$ cat config.mk
export PLATFORM = sky130hd
export DESIGN_NAME = pc_unit_top
export DESIGN_NICKNAME = d
export VERILOG_FILES = /design/src/rtl/pcu_pkg.sv /design/src/rtl/pcu_op_select.sv /design/src/rtl/pcu_ret_stack.sv /design/src/rtl/pcu_next_addr.sv /design/src/rtl/pc_unit_top.sv
export SDC_FILE = /design/constraint.sdc
export NUM_CORES = 1
export LEC_CHECK = 0
export ABC_AREA = 1
export BUFFER_PORTS_ARGS = -buffer_cell sky130_fd_sc_hd__buf_4
export CAP_MARGIN = 10
export CORE_ASPECT_RATIO = 0.8
export CORE_MARGIN = 3
export CORE_UTILIZATION = 45
export CTS_CLUSTER_DIAMETER = 200
export DETAILED_ROUTE_END_ITERATION = 8
export PLACE_DENSITY_LB_ADDON = 0.08
export RECOVER_POWER = 100
export SETUP_SLACK_MARGIN = 0.1
export SLEW_MARGIN = 30
export SYNTH_ARGS = -nofsm -noshare
export SYNTH_HDL_FRONTEND = slang
export SYNTH_SLANG_ARGS = --single-unit
$ cat constraint.sdc
create_clock -name clk -period 2.9 [get_ports clk]
set_input_delay 0.145 -clock clk [delete_from_list [all_inputs] [get_ports clk]]
set_output_delay 0.145 -clock clk [all_outputs]
set_load 0.005 [all_outputs]
$ cat src/rtl/pcu_pkg.sv
package pcu_pkg;
    typedef enum logic [2:0] {
        OP_HOLD,
        OP_INC,
        OP_PCL,
        OP_GOTO,
        OP_CALL,
        OP_RET,
        OP_IRQ
    } op_e;
endpackage

$ cat src/rtl/pcu_op_select.sv
module pcu_op_select
    import pcu_pkg::*;
(
    input  logic inc_i,
    input  logic pcl_wr_i,
    input  logic goto_i,
    input  logic call_i,
    input  logic irq_i,
    input  logic ret_i,
    output op_e  op_o
);
    // fixed priority among the strobes
    always_comb begin
        if (irq_i)         op_o = OP_IRQ;
        else if (ret_i)    op_o = OP_RET;
        else if (call_i)   op_o = OP_CALL;
        else if (goto_i)   op_o = OP_GOTO;
        else if (pcl_wr_i) op_o = OP_PCL;
        else if (inc_i)    op_o = OP_INC;
        else               op_o = OP_HOLD;
    end
endmodule

$ cat src/rtl/pcu_ret_stack.sv
module pcu_ret_stack #(
    parameter int DEPTH = 8,
    parameter int WIDTH = 13
) (
    input  logic             clk,
    input  logic             rst_n,
    input  logic             push_i,
    input  logic             pop_i,
    input  logic [WIDTH-1:0] push_val_i,
    output logic [WIDTH-1:0] top_o
);
    localparam int PTR_W = $clog2(DEPTH);
    localparam logic [PTR_W-1:0] PTR_ONE = 1;

    logic [PTR_W-1:0] ptr_q;
    logic [PTR_W-1:0] rd_idx;
    logic [WIDTH-1:0] slot_q [DEPTH];

    // pointer wraps freely in both directions
    always_ff @(posedge clk or negedge rst_n) begin
        if (!rst_n)      ptr_q <= '0;
        else if (push_i) ptr_q <= ptr_q + PTR_ONE;
        else if (pop_i)  ptr_q <= ptr_q - PTR_ONE;
    end

    genvar g;
    generate
        for (g = 0; g < DEPTH; g++) begin : g_slot
            always_ff @(posedge clk or negedge rst_n) begin
                if (!rst_n)
                    slot_q[g] <= '0;
                else if (push_i && (ptr_q == PTR_W'(g)))
                    slot_q[g] <= push_val_i;
            end
        end
    endgenerate

    assign rd_idx = ptr_q - PTR_ONE;
    assign top_o  = slot_q[rd_idx];

    a_r10_one_stack_op: assert property (@(posedge clk) disable iff (!rst_n)
        $onehot0({push_i, pop_i}));
    a_r8_push_step: assert property (@(posedge clk) disable iff (!rst_n)
        push_i |=> ptr_q == $past(ptr_q) + PTR_ONE);
    a_r9_pop_step: assert property (@(posedge clk) disable iff (!rst_n)
        pop_i |=> ptr_q == $past(ptr_q) - PTR_ONE);
    a_r8_idle_ptr: assert property (@(posedge clk) disable iff (!rst_n)
        (!push_i && !pop_i) |=> $stable(ptr_q));
endmodule

$ cat src/rtl/pcu_next_addr.sv
module pcu_next_addr
    import pcu_pkg::*;
#(
    parameter int PC_W   = 13,
    parameter int DATA_W = 8,
    parameter int IMM_W  = 11,
    parameter logic [PC_W-1:0] VECTOR = 13'h0004
) (
    input  op_e                    op_i,
    input  logic [PC_W-1:0]        pc_i,
    input  logic [DATA_W-1:0]      pcl_data_i,
    input  logic [IMM_W-1:0]       imm_i,
    input  logic [PC_W-DATA_W-1:0] latch_i,
    input  logic [PC_W-1:0]        stack_top_i,
    output logic [PC_W-1:0]        next_o,
    output logic [PC_W-1:0]        ret_addr_o
);
    localparam int LAT_W = PC_W - DATA_W;
    localparam int JHI_W = PC_W - IMM_W;
    localparam logic [PC_W-1:0] ONE = 1;

    logic [PC_W-1:0] jump_tgt;

    assign ret_addr_o = pc_i + ONE;
    assign jump_tgt   = {latch_i[LAT_W-1 -: JHI_W], imm_i};

    always_comb begin
        unique case (op_i)
            OP_IRQ:  next_o = VECTOR;
            OP_RET:  next_o = stack_top_i;
            OP_CALL: next_o = jump_tgt;
            OP_GOTO: next_o = jump_tgt;
            OP_PCL:  next_o = {latch_i, pcl_data_i};
            OP_INC:  next_o = ret_addr_o;
            OP_HOLD: next_o = pc_i;
            default: next_o = pc_i;
        endcase
    end
endmodule

$ cat src/rtl/pc_unit_top.sv
module pc_unit_top
    import pcu_pkg::*;
#(
    parameter int PC_W   = 13,
    parameter int DATA_W = 8,
    parameter int IMM_W  = 11,
    parameter int DEPTH  = 8,
    parameter logic [PC_W-1:0] VECTOR = 13'h0004
) (
    input  logic                    clk,
    input  logic                    rst_n,
    input  logic                    inc_i,
    input  logic                    pcl_wr_i,
    input  logic                    goto_i,
    input  logic                    call_i,
    input  logic                    irq_i,
    input  logic                    ret_i,
    input  logic [DATA_W-1:0]       pcl_data_i,
    input  logic [IMM_W-1:0]        imm_i,
    input  logic [PC_W-DATA_W-1:0]  latch_i,
    output logic [PC_W-1:0]         pc_o
);
    localparam int JHI_W = PC_W - IMM_W;
    localparam int LAT_W = PC_W - DATA_W;
    localparam logic [PC_W-1:0] ONE = 1;

    op_e             op;
    logic [PC_W-1:0] pc_q;
    logic [PC_W-1:0] pc_d;
    logic [PC_W-1:0] ret_addr;
    logic [PC_W-1:0] stack_top;
    logic            push;
    logic            pop;

    pcu_op_select u_sel (
        .inc_i    (inc_i),
        .pcl_wr_i (pcl_wr_i),
        .goto_i   (goto_i),
        .call_i   (call_i),
        .irq_i    (irq_i),
        .ret_i    (ret_i),
        .op_o     (op)
    );

    always_comb begin
        unique case (op)
            OP_CALL, OP_IRQ: begin push = 1'b1; pop = 1'b0; end
            OP_RET:          begin push = 1'b0; pop = 1'b1; end
            default:         begin push = 1'b0; pop = 1'b0; end
        endcase
    end

    pcu_ret_stack #(.DEPTH(DEPTH), .WIDTH(PC_W)) u_stack (
        .clk        (clk),
        .rst_n      (rst_n),
        .push_i     (push),
        .pop_i      (pop),
        .push_val_i (ret_addr),
        .top_o      (stack_top)
    );

    pcu_next_addr #(.PC_W(PC_W), .DATA_W(DATA_W), .IMM_W(IMM_W), .VECTOR(VECTOR)) u_next (
        .op_i        (op),
        .pc_i        (pc_q),
        .pcl_data_i  (pcl_data_i),
        .imm_i       (imm_i),
        .latch_i     (latch_i),
        .stack_top_i (stack_top),
        .next_o      (pc_d),
        .ret_addr_o  (ret_addr)
    );

    // single address register, cleared by reset
    always_ff @(posedge clk or negedge rst_n) begin
        if (!rst_n) pc_q <= '0;
        else        pc_q <= pc_d;
    end

    assign pc_o = pc_q;

    a_r7_vector: assert property (@(posedge clk) disable iff (!rst_n)
        irq_i |=> pc_o == VECTOR);
    a_r2_advance: assert property (@(posedge clk) disable iff (!rst_n)
        (inc_i && !pcl_wr_i && !goto_i && !call_i && !irq_i && !ret_i)
        |=> pc_o == $past(pc_o) + ONE);
    a_r4_jump: assert property (@(posedge clk) disable iff (!rst_n)
        (goto_i && !call_i && !irq_i && !ret_i)
        |=> pc_o == {$past(latch_i[LAT_W-1 -: JHI_W]), $past(imm_i)});
    a_r3_low_write: assert property (@(posedge clk) disable iff (!rst_n)
        (pcl_wr_i && !goto_i && !call_i && !irq_i && !ret_i)
        |=> pc_o == {$past(latch_i), $past(pcl_data_i)});
    a_r10_hold: assert property (@(posedge clk) disable iff (!rst_n)
        (!inc_i && !pcl_wr_i && !goto_i && !call_i && !irq_i && !ret_i)
        |=> $stable(pc_o));
endmodule

==> flow_summary.ini, run 1 <==
[status]
status = complete, no violations

[layout]
drive_gt1_share_pct = 11.6
diodes = 0
fill_cells = 1240
multi_input_area_um2 = 2710
final_nets = 881
final_area_um2 = 7210
final_common_cell = nand2_1
area_growth_pct = 18.7
final_cell_mix = nand2_1 (307), dfrtp_1 (119), o21ai_0 (112)
regArea_um2 = 3000

[clock_tree]
htreeDepth = 4
clkSinkCount = 120
clock_latency_ps = 410
path_clk_slew_ps = 60
tritoncts = built
cts_max_path_buffers = 2
root_buffer = clkbuf_16
numCtsBuffers = 17
postCtsSetupRepairBufs = 0

[power_and_ir_drop]
p_leak_uw = 0.00351
power_frac_seq_pct = 33.0
powerDensity_nw_per_um2 = 1270
internal-power_uw = 5230
p_sw_uw = 3940
pwr-share-clk_pct = 23.5
irDropWorstVdd_uv = 1580
pwr-share-comb_pct = 43.6
swShare_pct = 43.0

[setup_path]
critPathMaxFanout = 62
worstSetupPathType = reg -> reg
cp-start-kind = flip-flop
reg2regPathDepth = 6
r2r_end = u_stack.slot_q[56]
critical_path.startpoint = u_stack.ptr_q[0]
required_ps = 3160
cpPeakStageDelay_ps = 500
cp-end-kind = flip-flop
reg2reg_setup_slack_ps = 450
arrival_ps = 2710
crit_chain = buf_4 -> ha_1 -> ha_1 -> nand2_1 -> clkbuf_1 -> o21ai_0
crit_top_cell = ha_1
cpMaxStageDelayCell = clkbuf_1
r2r_start = u_stack.ptr_q[0]

[sta]
hold-worst-slack_ps = 43.1
worstMarginPinSlew_ps = 1430
hold_violations = 0
max_freq_mhz = 408
min_period_over_period_pct = 84.4
slew_headroom_pct = 4.73
fin_ws_ps = 451
skew_ps = 4.77
setup_viol_count_final = 0
fin_crit_ps = 2450
fin_setup_tns_ps = 0
slew_violations = 0
rsz0062_at_grt = false

[synth]
yosys_warnings = 0
syn_avg_cell_area_um2 = 7.66
synth.top_cell.area_share_pct = 49.5
ys_seq_area_share_pct = 49.5
synth_fp_nets = 833
postSynthCellCount = 793
syn_area_um2 = 6070
yosysUniqueCellTypes = 28
synth_area_leader_cell = dfrtp_1
synth_area_leaders = dfrtp_1 (49%), nand2_1 (19%), o21ai_0 (9.0%)
ys_ff_latch = 120

[floorplanning]
die_x_um = 136
die_h_um = 110
dieArea_um2 = 14900
pin_count = 45
start_util_pct = 46.7
rows = 37
core_um2 = 13000

[routing]
vias = 5455
wire_per_inst_um = 16.8
drt-initial-drc-count = 371
viasPerCell = 5.30
firstDrtPassIters = 5
ant_nets = 0
wirelength_mm = 17.3
drc_errors = 0

[placed_design]
place_area_um2 = 6590
place_congestion = 0.864
dp_hpwl_mm = 11.3
pre_cts_ws_ps = 633
portBuffers = 44

[global_route]
antenna_found_initial = 0
grt_pass1_wl_mm = 27.7
grt_max_degree = 63
grt_overflow = 0
grt_pass1_vias = 5097
grt_use_total_pct = 24.5

[worst_hold_path]
hp-start = pcl_data_i[0]
min_path_type = in -> reg
holdPathStages = 5
whs_endpoint = pc_o[0]

[run]
cap_violations = 0
## timing repair
| action | CTS | global route |
|---|---|---|
| resized for setup | 0 | 0 |
| endpoints found under the hold margin | 54 | 0 |
| hold buffers | 5 | 0 |
## through the flow
stage               instances  util (%)  total power, µW
global route             1029      55.4             9940
floorplan                 793         -             5600
detailed placement        992      50.7             7050
finish                   1029      55.4             9170
global placement          992      50.7             6960
CTS                      1029      55.7             9250
## layer usage
metal	GRT usage, %	vias to the layer above	part of all wire, %
met5	0	-	0
met4	8.85	0	1.8
met3	4.80	20	5.5
met2	37.3	159	45
met1	34.9	2621	48
li1	-	2655	-
## flip-flops by register name, summed over array words and instances (netlist names)
| name | count |
|---|---|
| u_stack.slot_q | 104 |
| pc_o | 13 |
| u_stack.ptr_q | 3 |
## power by group through the flow
stage	clock network, µW	registers, µW	logic, µW
final	2150	3020	4000
after global routing	2250	3110	4580
after CTS	2190	3000	4060
after detailed placement	0	3010	4040
after global placement	0	3010	3950
after floorplan	0	2870	2730
## worst max path at each step
| stage | depth (start not counted) | slack, ps | endpoint |
|---|---|---|---|
| floorplan | 12 | 790 | pc_o[12] |
| global placement | 7 | 680 | u_stack.slot_q[35] |
| detailed placement | 7 | 630 | u_stack.slot_q[36] |
| CTS | 7 | 610 | u_stack.slot_q[36] |
| global route | 6 | 250 | u_stack.slot_q[53] |
| finish | 6 | 450 | u_stack.slot_q[56] |
## Yosys cell counts
| master | instances |
|---|---|
| nand2_1 | 307 |
| o21ai_1 | 4 |
| nor2_4 | 2 |
| nor2_1 | 43 |
| o21ai_0 | 109 |
| inv_1 | 36 |
| nor3_4 | 2 |
| nand3b_1 | 7 |
| nand3_1 | 73 |
| dfrtp_1 | 120 |
| ha_1 | 8 |
| a21oi_1 | 13 |
| mux2_2 | 1 |
| inv_4 | 1 |
| o21ai_2 | 2 |
| xnor2_1 | 2 |
| nand4_1 | 2 |
| buf_4 | 3 |
| inv_2 | 3 |
| clkbuf_1 | 18 |
| buf_6 | 3 |
| buf_2 | 15 |
| nor3_1 | 4 |
| xor2_1 | 8 |
| nand2_2 | 2 |
| o21bai_1 | 2 |
| o21a_1 | 2 |
| o221ai_1 | 1 |
## kinds of logic after synthesis
group                      after synthesis  synth area share, %
DFF                                    120                 49.5
adders and majority gates                8                 1.65
muxes                                    1                0.185
buffers and inverters                   79                 5.79
xor gates and xnor gates                10                 1.44
and+or+nand+nor                        442                 30.2
AOI/OAI and AO/OA                      133                 11.3
## cell type report
cell class | count | share of cell area, %
inverters | 40 | 2.12
flip-flops and latches | 120 | 41.7
multi-input cells | 594 | 37.6
repair buffers | 68 | 7.15
clock inverters | 13 | 2.12
clock buffers | 19 | 6.28
well taps | 175 | 3.04
## worst max-delay path: cells and delay by family, from the launching register on
family / cells / cell delay [ps]
compound gates: 1 / 190
flops: 1 / 400
fa+ha+maj: 2 / 510
buf+inv: 2 / 830
simple gates: 1 / 350
No activity file was read; power rests on OpenSTA's default activity.
==> inputs of run 2 (changes only) <==
==> constraint.sdc (replaced) <==
create_clock -name clk -period 2.55 [get_ports clk]
set_input_delay 0.1275 -clock clk [delete_from_list [all_inputs] [get_ports clk]]
set_output_delay 0.1275 -clock clk [all_outputs]
set_load 0.005 [all_outputs]
==> flow_summary.ini, run 2 (same netlist as run 1, synthesis figures left out) <==
[setup_path]
crit_top_cell = ha_1
reg2regPathDepth = 5
required_ps = 2850
cpPeakStageDelay_ps = 580
arrival_ps = 2460
reg2reg_setup_slack_ps = 390
cp-end-kind = flip-flop
worstSetupPathType = reg -> reg
cp-start-kind = flip-flop
r2r_end = u_stack.slot_q[54]
crit_chain = ha_1 -> ha_1 -> nand2_1 -> clkbuf_1 -> mux2_2
cpMaxStageDelayCell = clkbuf_1
r2r_start = u_stack.ptr_q[0]
critPathMaxFanout = 15

[sta]
fin_setup_tns_ps = 0
max_freq_mhz = 462
slew_headroom_pct = 8.46
slew_violations = 0
fin_ws_ps = 385
setup_viol_count_final = 0
skew_ps = 8.45
min_period_over_period_pct = 84.9
rsz0062_at_grt = false
fin_crit_ps = 2160
worstMarginPinSlew_ps = 1370
hold_violations = 0

[routing]
firstDrtPassIters = 5
ant_nets = 0
wirelength_mm = 17.6
vias = 5565
wire_per_inst_um = 17.0
drt-initial-drc-count = 491
viasPerCell = 5.38
drc_errors = 0

[clock_tree]
clkSinkCount = 120
tritoncts = built
clock_latency_ps = 420
cts_max_path_buffers = 2
cts_resized = 0
hold_buffers = 5
root_buffer = clkbuf_16
path_clk_slew_ps = 60
htreeDepth = 4
postCtsSetupRepairBufs = 0
numCtsBuffers = 17

[power_and_ir_drop]
pwr-share-clk_pct = 23.8
swShare_pct = 43.0
p_sw_uw = 4530
internal-power_uw = 6000
powerDensity_nw_per_um2 = 1450
pwr-share-comb_pct = 43.3
power_frac_seq_pct = 32.8
irDropWorstVdd_uv = 796
p_leak_uw = 0.00352

[placed_design]
dp_hpwl_mm = 12.1
place_congestion = 0.908
pre_cts_ws_ps = 486
place_area_um2 = 6620
dp.cells = 998
portBuffers = 44

[layout]
regMostFlops = u_stack.slot_q
drive_gt1_share_pct = 11.6
diodes = 0
area_growth_pct = 19.1
final_common_cell = nand2_1
final_cell_mix = nand2_1 (307), dfrtp_1 (120), o21ai_0 (113)
final_area_um2 = 7230
finalCoreUtilization_pct = 55.6
final_nets = 887
largest_register_ffs = 104
fill_cells = 1206
final_cells = 1035

[global_route]
grt_use_total_pct = 24.7
grt_overflow = 0
grt_pass1_vias = 5292
grt_max_degree = 53
antenna_found_initial = 0
grt_pass1_wl_mm = 28.2

[worst_hold_path]
holdPathStages = 5
hp-start = pcl_data_i[0]
whs_endpoint = pc_o[0]
min_path_type = in -> reg

[floorplanning]
dieArea_um2 = 14900
die_x_um = 136
pin_count = 45
core_um2 = 13000
die_h_um = 110
rows = 37
start_util_pct = 46.7

[status]
status = complete, no violations

[run]
cap_violations = 0
-- run 2: cell count changes in the layout (fill, tap and decap cells not counted), sizes merged --
| cell | previous run | this run |
|---|---|---|
| clkinvlp | 5 | 6 |
| clkinv | 5 | 1 |
| buf | 42 | 47 |
| clkbuf | 40 | 44 |
-- run 2: worst max-delay path by stage --
stage                          start            endpoint  slack, ps  depth (start not counted)
finish              u_stack.ptr_q[0]  u_stack.slot_q[54]        390                          5
global route                 pc_o[0]             pc_o[9]        200                          9
CTS                          pc_o[0]             pc_o[8]        460                          7
detailed placement           pc_o[0]             pc_o[8]        490                          7
global placement             pc_o[0]             pc_o[8]        460                          7
floorplan           u_stack.ptr_q[0]            pc_o[12]        440                         12
-- run 2: area by class of cell --
class,instances,area [µm²],share of cell area [%]
clock inverters,10,144,1.99
flip-flops and latches,120,3000,41.5
multi-input cells,594,2700,37.3
clock buffers,22,474,6.56
inverters,40,153,2.11
repair buffers,74,542,7.49
well taps,175,219,3.03
-- run 2: routing by layer --
metal	track usage, %	vias up	wire [µm]	part of all wire, %
li1	-	2668	-	-
met1	35.0	2678	8290	47
met2	38.0	198	7980	45
met3	4.99	21	996	5.7
met4	8.49	0	305	1.7
met5	0	-	0	0
-- run 2: through the flow --
step	hold WS, ps	total power, µW
floorplan	-168	6370
global placement	221	7970
detailed placement	225	8050
CTS	5.47	10600
global route	35.5	11400
finish	14.8	10500
-- run 2: critical path, delay by kind of cell (launching register included) --
kind / cells / cell delay [ps]
DFF: 1 / 480
and+or+nand+nor: 1 / 90
muxes: 1 / 410
adders and majority gates: 2 / 480
buffers and inverters: 1 / 580
-- run 2: power by group through the flow --
stage | Clock, µW | Combinational [µW] | Sequential [µW]
after global routing | 2620 | 5200 | 3560
after global placement | 0 | 4530 | 3440
after floorplan | 0 | 3100 | 3260
final | 2510 | 4560 | 3450
after detailed placement | 0 | 4590 | 3450
after CTS | 2520 | 4650 | 3440
==> inputs of run 3 (changes only) <==
==> constraint.sdc (replaced) <==
create_clock -name clk -period 2.2 [get_ports clk]
set_input_delay 0.11 -clock clk [delete_from_list [all_inputs] [get_ports clk]]
set_output_delay 0.11 -clock clk [all_outputs]
set_load 0.005 [all_outputs]
==> flow_summary.ini, run 3 (same netlist as run 1, synthesis figures left out) <==
[clock_tree]
clock_latency_ps = 410
tritoncts = built
numCtsBuffers = 17
clkSinkCount = 120
cts_max_path_buffers = 2
htreeDepth = 4
postCtsSetupRepairBufs = 0
path_clk_slew_ps = 50
root_buffer = clkbuf_16

[setup_path]
cp-start-kind = flip-flop
worstSetupPathType = reg -> reg
arrival_ps = 2260
required_ps = 2460
cp-end-kind = flip-flop
critPathMaxFanout = 62

[sta]
rsz0062_at_grt = true
fin_setup_tns_ps = 0
setup_viol_count_final = 0
worstMarginPinSlew_ps = 1010
skew_ps = 8.90
hold_violations = 0
min_period_over_period_pct = 91.1
max_freq_mhz = 499
slew_headroom_pct = 32.7
hold-worst-slack_ps = 12.1
slew_violations = 0
fin_crit_ps = 2000

[placed_design]
portBuffers = 44
dp_hpwl_mm = 12.1
place_congestion = 0.848

[layout]
drive_gt1_share_pct = 12.9
final_nets = 895
area_growth_pct = 21.1
regMostFlops = u_stack.slot_q
final_cell_mix = nand2_1 (307), dfrtp_1 (119), o21ai_0 (113)
diodes = 0
largest_register_ffs = 104
final_common_cell = nand2_1

[power_and_ir_drop]
p_leak_uw = 0.00361
powerDensity_nw_per_um2 = 1700
irDropWorstVdd_uv = 1320
power_uw = 12500

[run]
cap_violations = 0

[floorplanning]
die_x_um = 136
pin_count = 45
core_um2 = 13000
dieArea_um2 = 14900
rows = 37
die_h_um = 110
start_util_pct = 46.7

[routing]
vias = 5576
firstDrtPassIters = 5
wire_per_inst_um = 17.4
drt-initial-drc-count = 458
viasPerCell = 5.35
drc_errors = 0
ant_nets = 0
wirelength_mm = 18.1

[global_route]
grt_pass1_vias = 5305
antenna_found_initial = 0
grt_pass1_wl_mm = 29.0
grt_use_total_pct = 25.6
grt_overflow = 0
grt_max_degree = 63

[status]
status = complete, no violations

[worst_hold_path]
min_path_type = in -> reg
-- run 3: path summary, 6_finish.rpt --
kind / slack, ps / cells after the start / startpoint / endpoint
hold reg to reg: 470 / 2 / u_stack.slot_q[15] / u_stack.slot_q[15]
min in group asynchronous: 400 / 2 / rst_n / u_stack.slot_q[63]
setup / recovery: 200 / 6 / u_stack.ptr_q[0] / u_stack.slot_q[52]
setup reg to reg: 200 / 6 / u_stack.ptr_q[0] / u_stack.slot_q[52]
hold / removal: 10 / 4 / latch_i[2] / pc_o[10]
max in group asynchronous: 370 / 3 / rst_n / u_stack.ptr_q[0]
-- run 3: worst max-delay path, cell delays in order (launching register included) --
cell and delay, ps:
dfrtp_2 420, buf_12 210, ha_1 270, ha_1 210, nand2_1 150, clkbuf_1 410
o21ai_0 180
-- run 3: area by class of cell --
| type | count | area (µm²) |
|---|---|---|
| fillers | 1239 | 5650 |
| flip-flops and latches | 120 | 3000 |
| multi-input cells | 594 | 2720 |
| repair buffers | 82 | 606 |
| clock buffers | 24 | 492 |
| well taps | 175 | 219 |
| clock inverters | 8 | 165 |
| inverters | 40 | 153 |
-- run 3: layer usage --
metal / part of all wire [%] / track usage [%]
met4: 2.0 / 8.20
met3: 5.9 / 5.22
met5: 0 / 0
met1: 48 / 37.2
met2: 44 / 38.5
-- run 3: repair_timing --
action                     CTS  global route
hold endpoints to repair    41             0
setup endpoints to repair    0             3
hold buffers                 5             0
resized for setup            0             0
-- run 3: through the flow --
step                      worst slack, ps  area [µm²]  utilization, %  instances
after floorplan                       107        6070               -        793
after global placement                242        6710            51.6       1006
after detailed placement              250        6710            51.6       1006
after CTS                             226        7420            57.0       1043
after global routing                 53.3        7360            56.5       1043
final                                 195        7360            56.5       1043
-- run 3: power by group --
group / internal, µW / total [µW] / switching [µW]
Clock: 2130 / 3110 / 983
Sequential: 3250 / 3950 / 705
Combinational: 1920 / 5450 / 3530
